### src/rtl/amx_pkg.sv
package amx_pkg;

   typedef enum logic [2:0] {
      MD_REG  = 3'd0,
      MD_IMM  = 3'd1,
      MD_DISP = 3'd2,
      MD_DEF  = 3'd3,
      MD_IDX  = 3'd4,
      MD_DIR  = 3'd5,
      MD_IND  = 3'd6,
      MD_ILL  = 3'd7
   } amx_mode_e;

   typedef enum logic [2:0] {
      ST_IDLE,
      ST_DEC,
      ST_REQ1,
      ST_WAIT1,
      ST_REQ2,
      ST_WAIT2,
      ST_WB,
      ST_FAIL
   } amx_state_e;

   localparam logic [1:0] PTR_SIZE = 2'd3;

endpackage

### src/rtl/amx_regfile.sv
module amx_regfile #(
   parameter int NREG   = 16,
   parameter int DATA_W = 64,
   localparam int IW    = $clog2(NREG)
) (
   input  logic              clk,
   input  logic              rst_n,
   input  logic              we,
   input  logic [IW-1:0]     waddr,
   input  logic [DATA_W-1:0] wdata,
   input  logic [IW-1:0]     ra_dst,
   input  logic [IW-1:0]     ra_a,
   input  logic [IW-1:0]     ra_b,
   output logic [DATA_W-1:0] rd_dst,
   output logic [DATA_W-1:0] rd_a,
   output logic [DATA_W-1:0] rd_b
);

   logic [DATA_W-1:0] regs [NREG];

   for (genvar i = 0; i < NREG; i++) begin : g_reg
      always_ff @(posedge clk) begin
         if (!rst_n)
            regs[i] <= '0;
         else if (we && waddr == IW'(i))
            regs[i] <= wdata;
      end
   end

   assign rd_dst = regs[ra_dst];
   assign rd_a   = regs[ra_a];
   assign rd_b   = regs[ra_b];

   // a write lands in the addressed register on the next cycle
   a_r9_write_lands: assert property (@(posedge clk) disable iff (!rst_n)
      we && ra_dst == waddr |=> rd_dst == $past(wdata));

endmodule

### src/rtl/amx_agen.sv
module amx_agen
   import amx_pkg::*;
#(
   parameter int DATA_W = 64
) (
   input  amx_mode_e         mode,
   input  logic [DATA_W-1:0] base,
   input  logic [DATA_W-1:0] index,
   input  logic [DATA_W-1:0] konst,
   output logic [DATA_W-1:0] addr,
   output logic              uses_mem
);

   always_comb begin
      unique case (mode)
         MD_DISP: addr = konst + base;
         MD_IDX:  addr = base + index;
         MD_DIR:  addr = konst;
         default: addr = base;
      endcase
   end

   assign uses_mem = (mode inside {MD_DISP, MD_DEF, MD_IDX, MD_DIR, MD_IND});

endmodule

### src/rtl/amx_align.sv
module amx_align (
   input  logic [2:0] addr_lo,
   input  logic [1:0] size_log2,
   output logic       ok
);

   always_comb begin
      unique case (size_log2)
         2'd0: ok = 1'b1;
         2'd1: ok = ~addr_lo[0];
         2'd2: ok = (addr_lo[1:0] == 2'b00);
         default: ok = (addr_lo == 3'b000);
      endcase
   end

endmodule

### src/rtl/amx_sizer.sv
module amx_sizer #(
   parameter int DATA_W = 64,
   localparam int NBYTE = DATA_W / 8
) (
   input  logic [DATA_W-1:0] raw,
   input  logic [1:0]        size_log2,
   output logic [DATA_W-1:0] value
);

   for (genvar i = 0; i < NBYTE; i++) begin : g_byte
      localparam int NEED = (i == 0) ? 0 : $clog2(i + 1);
      if (NEED > 3) begin : g_drop
         assign value[8*i +: 8] = 8'h00;
      end else begin : g_keep
         assign value[8*i +: 8] = (int'(size_log2) >= NEED) ? raw[8*i +: 8] : 8'h00;
      end
   end

endmodule

### src/rtl/amx_exec.sv
module amx_exec
   import amx_pkg::*;
#(
   parameter int NREG   = 16,
   parameter int DATA_W = 64,
   localparam int IW    = $clog2(NREG)
) (
   input  logic              clk,
   input  logic              rst_n,
   input  logic              start,
   input  logic [2:0]        instr_mode,
   input  logic [IW-1:0]     instr_dst,
   input  logic [IW-1:0]     instr_src_a,
   input  logic [IW-1:0]     instr_src_b,
   input  logic [DATA_W-1:0] instr_const,
   input  logic [1:0]        instr_size,
   output logic              busy,
   output logic              done,
   output logic              err,
   output logic              mreq_valid,
   input  logic              mreq_ready,
   output logic [DATA_W-1:0] mreq_addr,
   input  logic              mrsp_valid,
   input  logic [DATA_W-1:0] mrsp_data,
   output logic              wb_valid,
   output logic [IW-1:0]     wb_reg,
   output logic [DATA_W-1:0] wb_data
);

   if (DATA_W < 64 || (DATA_W % 8) != 0) begin : g_bad_width
      $error("amx_exec: DATA_W must be a byte multiple of at least 64");
   end
   if (NREG < 2 || (1 << IW) != NREG) begin : g_bad_nreg
      $error("amx_exec: NREG must be a power of two");
   end

   amx_state_e        state_q;
   amx_mode_e         mode_q;
   logic [IW-1:0]     dst_q, a_q, b_q;
   logic [DATA_W-1:0] k_q, addr_q, opnd_q;
   logic [1:0]        sz_q;

   logic [DATA_W-1:0] rd_dst, rd_a, rd_b;
   logic [DATA_W-1:0] ag_addr, chk_addr, sized;
   logic              ag_mem, al_ok;
   logic [1:0]        chk_size;

   amx_regfile #(.NREG(NREG), .DATA_W(DATA_W)) u_rf (
      .clk    (clk),
      .rst_n  (rst_n),
      .we     (wb_valid),
      .waddr  (wb_reg),
      .wdata  (wb_data),
      .ra_dst (dst_q),
      .ra_a   (a_q),
      .ra_b   (b_q),
      .rd_dst (rd_dst),
      .rd_a   (rd_a),
      .rd_b   (rd_b)
   );

   amx_agen #(.DATA_W(DATA_W)) u_agen (
      .mode     (mode_q),
      .base     (rd_a),
      .index    (rd_b),
      .konst    (k_q),
      .addr     (ag_addr),
      .uses_mem (ag_mem)
   );

   // one checker serves both the first address and the returned pointer
   always_comb begin
      if (state_q == ST_WAIT1) begin
         chk_addr = mrsp_data;
         chk_size = sz_q;
      end else begin
         chk_addr = ag_addr;
         chk_size = (mode_q == MD_IND) ? PTR_SIZE : sz_q;
      end
   end

   amx_align u_align (
      .addr_lo   (chk_addr[2:0]),
      .size_log2 (chk_size),
      .ok        (al_ok)
   );

   amx_sizer #(.DATA_W(DATA_W)) u_sizer (
      .raw       (mrsp_data),
      .size_log2 (sz_q),
      .value     (sized)
   );

   always_ff @(posedge clk) begin
      if (!rst_n) begin
         state_q <= ST_IDLE;
         mode_q  <= MD_REG;
         dst_q   <= '0;
         a_q     <= '0;
         b_q     <= '0;
         k_q     <= '0;
         sz_q    <= '0;
         addr_q  <= '0;
         opnd_q  <= '0;
      end else begin
         unique case (state_q)
            ST_IDLE: if (start) begin
               mode_q  <= amx_mode_e'(instr_mode);
               dst_q   <= instr_dst;
               a_q     <= instr_src_a;
               b_q     <= instr_src_b;
               k_q     <= instr_const;
               sz_q    <= instr_size;
               state_q <= ST_DEC;
            end
            ST_DEC: begin
               if (mode_q == MD_REG) begin
                  opnd_q  <= rd_a;
                  state_q <= ST_WB;
               end else if (mode_q == MD_IMM) begin
                  opnd_q  <= k_q;
                  state_q <= ST_WB;
               end else if (!ag_mem || !al_ok) begin
                  state_q <= ST_FAIL;
               end else begin
                  addr_q  <= ag_addr;
                  state_q <= ST_REQ1;
               end
            end
            ST_REQ1: if (mreq_ready) state_q <= ST_WAIT1;
            ST_WAIT1: if (mrsp_valid) begin
               if (mode_q != MD_IND) begin
                  opnd_q  <= sized;
                  state_q <= ST_WB;
               end else if (!al_ok) begin
                  state_q <= ST_FAIL;
               end else begin
                  addr_q  <= mrsp_data;
                  state_q <= ST_REQ2;
               end
            end
            ST_REQ2: if (mreq_ready) state_q <= ST_WAIT2;
            ST_WAIT2: if (mrsp_valid) begin
               opnd_q  <= sized;
               state_q <= ST_WB;
            end
            default: state_q <= ST_IDLE;
         endcase
      end
   end

   assign busy       = (state_q != ST_IDLE);
   assign done       = (state_q == ST_WB) || (state_q == ST_FAIL);
   assign err        = (state_q == ST_FAIL);
   assign mreq_valid = (state_q == ST_REQ1) || (state_q == ST_REQ2);
   assign mreq_addr  = addr_q;
   assign wb_valid   = (state_q == ST_WB);
   assign wb_reg     = dst_q;
   assign wb_data    = rd_dst + opnd_q;

   // done is a single-cycle pulse inside the busy window
   a_r13_done_pulse: assert property (@(posedge clk) disable iff (!rst_n)
      done |=> !done);
   a_r13_done_busy: assert property (@(posedge clk) disable iff (!rst_n)
      done |-> busy);
   // an unaccepted request keeps valid and address
   a_r13_req_hold: assert property (@(posedge clk) disable iff (!rst_n)
      mreq_valid && !mreq_ready |=> mreq_valid && $stable(mreq_addr));
   // operand requests leave the port only when naturally aligned
   a_r11_req_aligned: assert property (@(posedge clk) disable iff (!rst_n)
      mreq_valid && !(state_q == ST_REQ1 && mode_q == MD_IND)
      |-> (mreq_addr[2:0] & 3'((4'd1 << sz_q) - 4'd1)) == 3'd0);
   // an illegal mode never reaches memory
   a_r12_illegal_quiet: assert property (@(posedge clk) disable iff (!rst_n)
      busy && mode_q == MD_ILL |-> !mreq_valid);
   // an aborted instruction writes nothing
   a_r11_err_no_wb: assert property (@(posedge clk) disable iff (!rst_n)
      err |-> !wb_valid);

endmodule

### config.mk
export PLATFORM = sky130hd
export DESIGN_NAME = amx_exec
export DESIGN_NICKNAME = d
export VERILOG_FILES = /design/src/rtl/amx_pkg.sv /design/src/rtl/amx_regfile.sv /design/src/rtl/amx_agen.sv /design/src/rtl/amx_align.sv /design/src/rtl/amx_sizer.sv /design/src/rtl/amx_exec.sv
export SDC_FILE = /design/constraint.sdc
export NUM_CORES = 2
export LEC_CHECK = 0
export ABC_CLOCK_PERIOD_IN_PS = 8800
export BUFFER_PORTS_ARGS = -buffer_cell sky130_fd_sc_hd__buf_2
export CELL_PAD_IN_SITES_DETAIL_PLACEMENT = 0
export CELL_PAD_IN_SITES_GLOBAL_PLACEMENT = 1
export CORE_UTILIZATION = 52
export DETAILED_ROUTE_END_ITERATION = 6
export HOLD_SLACK_MARGIN = 0.06
export PLACE_DENSITY_LB_ADDON = 0.1
export RECOVER_POWER = 50
export SETUP_SLACK_MARGIN = 0.3
export SLEW_MARGIN = 0
export SYNTH_ARGS = -nofsm -noshare
export SYNTH_HDL_FRONTEND = slang
export SYNTH_SLANG_ARGS = --single-unit
### constraint.sdc
create_clock -name clk -period 8.8 [get_ports clk]
set_input_delay 0.44 -clock clk [delete_from_list [all_inputs] [get_ports clk]]
set_output_delay 0.44 -clock clk [all_outputs]
set_load 0.02 [all_outputs]
# Word level (Yosys, flattened, before mapping)
# Memories as Yosys holds them, arrays and structs flattened. A register that Yosys moved wholly into a read port is not among the register bits.
# Cells that the tools add are included.
# Widths: inputs -> output; s select.
# op_classes
n_lt_le_gt_ge	3
muxes	107
n_addsub	3
eq_ne	43
n_reduce_logical	35
bitwise_logic	17
# ops
operator	count
$mux 64	27
$pmux 64 s3	2
$add 64x64->64	3
$pmux 64 s2	1
$mux 8	7
$mux 1	49
$eq 4x4->1 const B	8
$mux 3	9
$mux 4	6
$eq 3x3->1 const B	7
$ne 2x2->1 const B	10
$pmux 3 s6	1
$eq 4x3->1 const B	4
$logic_and 1x1->1	16
$or 1x1->1	16
$eq 3x2->1 const B	4
$reduce_and 5->1	2
$logic_not 3->1	3
$eq 4x2->1 const B	2
$mux 2	4
$reduce_and 7->1	1
$eq 3x1->1 const B	2
$ne 3x3->1 const B	2
$reduce_bool 3->1	2
other kinds (15)	20
# totals
inputBits	150
word_cells	218
n_memories	1
ramBits	1024
reg_bits	212
# mem_list
memory	depth	word_bits	rd	rd_clocked_by_memory_dff	write_ports	line	rtl
u_rf.regs	16	64	3	3	16	amx_regfile.sv:19	logic [DATA_W-1:0] regs [NREG];

# Logic depth before layout (Yosys ltp)
# logic_depth
ltp_word	11
ltp_mapped	21

# Modules after synthesis
# Synthesis repeated with hierarchy kept, for this count alone.
# hier_totals
hier_cells	6403
area_unflattened_um2	80325.8
# modules_own_cells
mod	instances	area_each_um2	cells_each
amx_regfile	1	60593.1	3863
amx_exec	1	13492.9	1669
amx_agen	1	5720.5	794
amx_sizer	1	500.5	74
amx_align	1	18.8	3

# Worst setup path before layout
# Ideal clock, no wire load.
# synth_path
path_type	register to register
startpoint	reg state_q[1]
endpoint	mem u_rf.regs[14][0], enable pin
path_slack_ns	2.060
n_path_buf	1
path_stages_with_launch	8
arrival_ns	6.165
period_less_slack_ns	6.740
required_ns	8.226
path_cell_list	dfxtp_1 clkbuf_1 and2_1 nand2b_1 inv_1 nand2_1 or2_2 o21ai_0
# synth_lines
item	line	rtl
start, declared	amx_exec.sv:37	amx_state_e state_q;
start signal, assigned	amx_exec.sv:96	state_q <= ST_IDLE;
start signal, assigned	amx_exec.sv:114	state_q <= ST_DEC;
start signal, assigned	amx_exec.sv:119	state_q <= ST_WB;
end, declared	amx_regfile.sv:19	

==> out/summary.txt <==
Status -> finished, violations left
Failing checks -> DRC, capacitance limit, slew limit
Tot GR Track Use -> 39.6%
DRC -> 2
Max-Cap Viols -> 46
Setup TNS -> 0 ns
Switching power -> 10.4 mW
#FFs+latches synth -> 1248
Die Area -> 150000 µm²
Largest register FFs -> 1024
Initial DRT Pass Iterations -> 7
Synth Warn # -> 0
Cell Area, Synth -> 77100 µm²
R2R Path Start -> state_q[2]
Post-route setup slack -> 0.481 ns
Period utilization -> 94.5%
Crit. Startpoint -> state_q[2]
Critical Path Start Type -> register
Post-DR wirelength/cell -> 35.8 µm
Reg2reg setup slack -> 0.48 ns
Ys async rst share -> 0%
Post-layout nets -> 6603
Register area share after synthesis -> 45.7%
Row count -> 140
Net Sw Frac -> 41.9%
Layout cells sized above 1 -> 26.0%
CP peak stage delay -> 3.28 ns
Worst Tran Pin Value -> 5.75 ns
TritonCTS clock tree -> done
Flop pwr share -> 30.5%
R2R depth -> 6
# setup viols final -> 0
Final Hold Viols -> 0
Critical Path Sink Type -> register
Initial Utilization -> 52.7%
Slew headroom -> -287%
Largest Register -> u_rf.regs
End of the worst register-to-register path -> u_rf.regs[12][58]
Initial antenna violation count -> 22
Largest net degree at the start of global routing -> 89
Post-synth cell types -> 80
Root Driver -> clkbuf_16
Worst skew pair latency -> 0.80 ns
TritonCTS buffer count -> 144
DIE HEIGHT -> 387 µm
Power per cell area -> 286 nW/µm²
Net Count, Synth -> 6431
CP max FO -> 40
Post-DRT Antenna Nets -> 0
RSZ-0062 raised after global routing -> false
Vias -> 59500
Pre-CTS setup slack -> 1.03 ns
Drt initial violations -> 8462
H-tree depth -> 4
First-pass GRT wire length -> 421000 µm
Placeable Area -> 146000 µm²
Total I/O pin count -> 287
Slowest library cell on the worst path -> clkbuf_1
Routed WL -> 300000 µm
Maximum ir drop on the vdd rail -> 0.215 mV
Clk_skew -> 0.0280 ns
Area grow syn2layout -> 12.4%
Cell-by-cell trace of the critical path -> and2_0 > nand2b_1 > or3_1 > o21ai_4 > clkbuf_1 > clkbuf_1
Number of synthesized flops with an enable pin -> 1024
Pwr Total -> 24.8 mW
# clock sinks -> 1248
Slew Limit Fails -> 1648
Clock share of power -> 25.6%
Crit path capture -> u_rf.regs[12][58]
Part of the power in combinational logic -> 43.9%
P_leak -> 30.0 nW
Most frequent cell on the critical path -> clkbuf_1
Syn avg cell area -> 12.5 µm²
Gpl congestion -> 0.955
CP Class -> reg -> reg
CP Data Required Time -> 9.07 ns
Hold Crit Class -> in -> reg
Crit path DAT -> 8.59 ns
Worst-case clock buffer depth -> 3
DPL Wire Length -> 189000 µm
Internal power -> 14.4 mW
Chip width -> 387 µm
Vias per inst -> 7.10
Congestion Overflow GR -> 0
Clock slew at reported path FFs -> 0.06 ns
I/O Buffers -> 286
Minimum clock period -> 8.32 ns
Number of global-route vias before repair -> 57300
Peak Freq -> 120 MHz
Syn Inst Count -> 6153
Most used DFF post-synth -> edfxtp_1
-- worst min path at each step --
stage / slack, ns / startpoint / endpoint / cells past startpoint
6_report: 0.09 / instr_src_b[0] / register / 3
5_1_grt: 0.07 / instr_dst[0] / register / 3
3_5_place_dp: 0.44 / b_q[2] / register / 2
2_1_floorplan: 0.44 / a_q[0] / register / 2
3_3_place_gp: 0.44 / b_q[1] / register / 2
4_1_cts: 0.06 / instr_src_b[0] / register / 3
-- cell usage in the layout (no fill, tap or decap), drive strengths merged, types with 133 or more instances in the layout --
cell         netlist  routed
buf               97     364
nor2            1188    1188
mux4             957     957
o21ai            170     170
clkbuf           482     289
dlygate4sd3        0     133
dfxtp            224     224
edfxtp          1024    1024
a21oi            404     404
nand2            475     475
-- cell families after synthesis --
family | share of synthesized area (%)
mux | 29.1
flops | 45.7
buf+inv | 3.47
compound gates | 8.20
xor+xnor | 1.23
fa+ha+maj | 2.10
simple gates | 10.2
-- area by class of cell --
cell class | count | area [µm²]
Clock buffer | 181 | 3880
Antenna cell | 13 | 32.5
Inverter | 114 | 433
Sequential cell | 1248 | 35300
Clock inverter | 86 | 1020
Tap cell | 1917 | 2400
Fill cell | 11700 | 59700
Multi-Input combinational cell | 4212 | 39600
Timing Repair Buffer | 605 | 4130
-- power groups by stage --
stage / combinational [mW] / clock [mW] / sequential (mW)
3_3_place_gp: 10.5 / 0 / 7.58
4_1_cts: 10.7 / 6.36 / 7.48
5_1_grt: 11.5 / 6.57 / 7.57
2_1_floorplan: 7.08 / 0 / 7.15
6_report: 10.9 / 6.34 / 7.55
3_5_place_dp: 10.6 / 0 / 7.59
-- cell usage after synthesis (14+ instances only) --
cell type	number	area share, %
mux4_2	957	28
dfxtp_1	224	5.8
buf_2	42	0.27
inv_1	114	0.55
and2_1	17	0.14
or3_1	22	0.18
nand3_1	52	0.34
nand2b_1	20	0.16
nor3_1	44	0.29
o21ai_0	165	1.1
a211oi_1	62	0.60
a21oi_1	404	2.6
o31ai_1	14	0.14
edfxtp_1	1024	40
nand2_1	475	2.3
a221oi_1	35	0.40
ha_1	126	2.0
nand4_1	44	0.36
mux2_2	68	0.99
o211ai_1	62	0.60
xor2_1	47	0.53
a21o_1	57	0.55
mux2i_1	14	0.18
xnor2_1	58	0.66
nor2b_1	14	0.11
a31oi_1	20	0.16
nor2_1	1186	5.8
o21bai_1	29	0.28
a311oi_1	28	0.32
and3_1	19	0.15
o21a_1	19	0.18
clkbuf_1	482	2.3
a221o_1	16	0.21
buf_1	50	0.24
-- what timing repair did --
action                                 in CTS  in global routing
endpoints found under the hold margin     153                  0
hold buffers                              133                  0
pin swaps                                   2                  0
resized for setup                           0                  1
cloned                                      0                  0
setup endpoints to repair                   2                  1
setup buffers                               2                  0
-- critical path, delay by kind of cell, from the launching register on --
| family | cells | cell delay (ns) |
|---|---|---|
| buf+inv | 2 | 5.52 |
| compound gates | 1 | 0.19 |
| simple gates | 3 | 1.25 |
| flops | 1 | 0.68 |
-- routing by layer --
layer / global-route usage, % / part of all wire (%) / vias up / routed length (µm)
met1: 51.1 / 35 / 30000 / 105000
li1: - / - / 24300 / -
met5: 0 / 0.13 / - / 379
met4: 16.5 / 4.8 / 24 / 14400
met3: 17.0 / 16 / 829 / 47600
met2: 58.6 / 44 / 4395 / 132000
-- through the flow --
stage | hold slack [ns] | utilization (%) | cells | instance area (µm²)
final | 0.0890 | 59.2 | 8376 | 86700
after global placement | 0.435 | 55.2 | 7961 | 80800
after CTS | 0.0620 | 59.4 | 8363 | 87100
after detailed placement | 0.442 | 55.2 | 7961 | 80800
after floorplan | 0.436 | - | 6153 | 77100
after global routing | 0.0657 | 59.2 | 8363 | 86700
No activity file was read; power rests on OpenSTA's default activity.
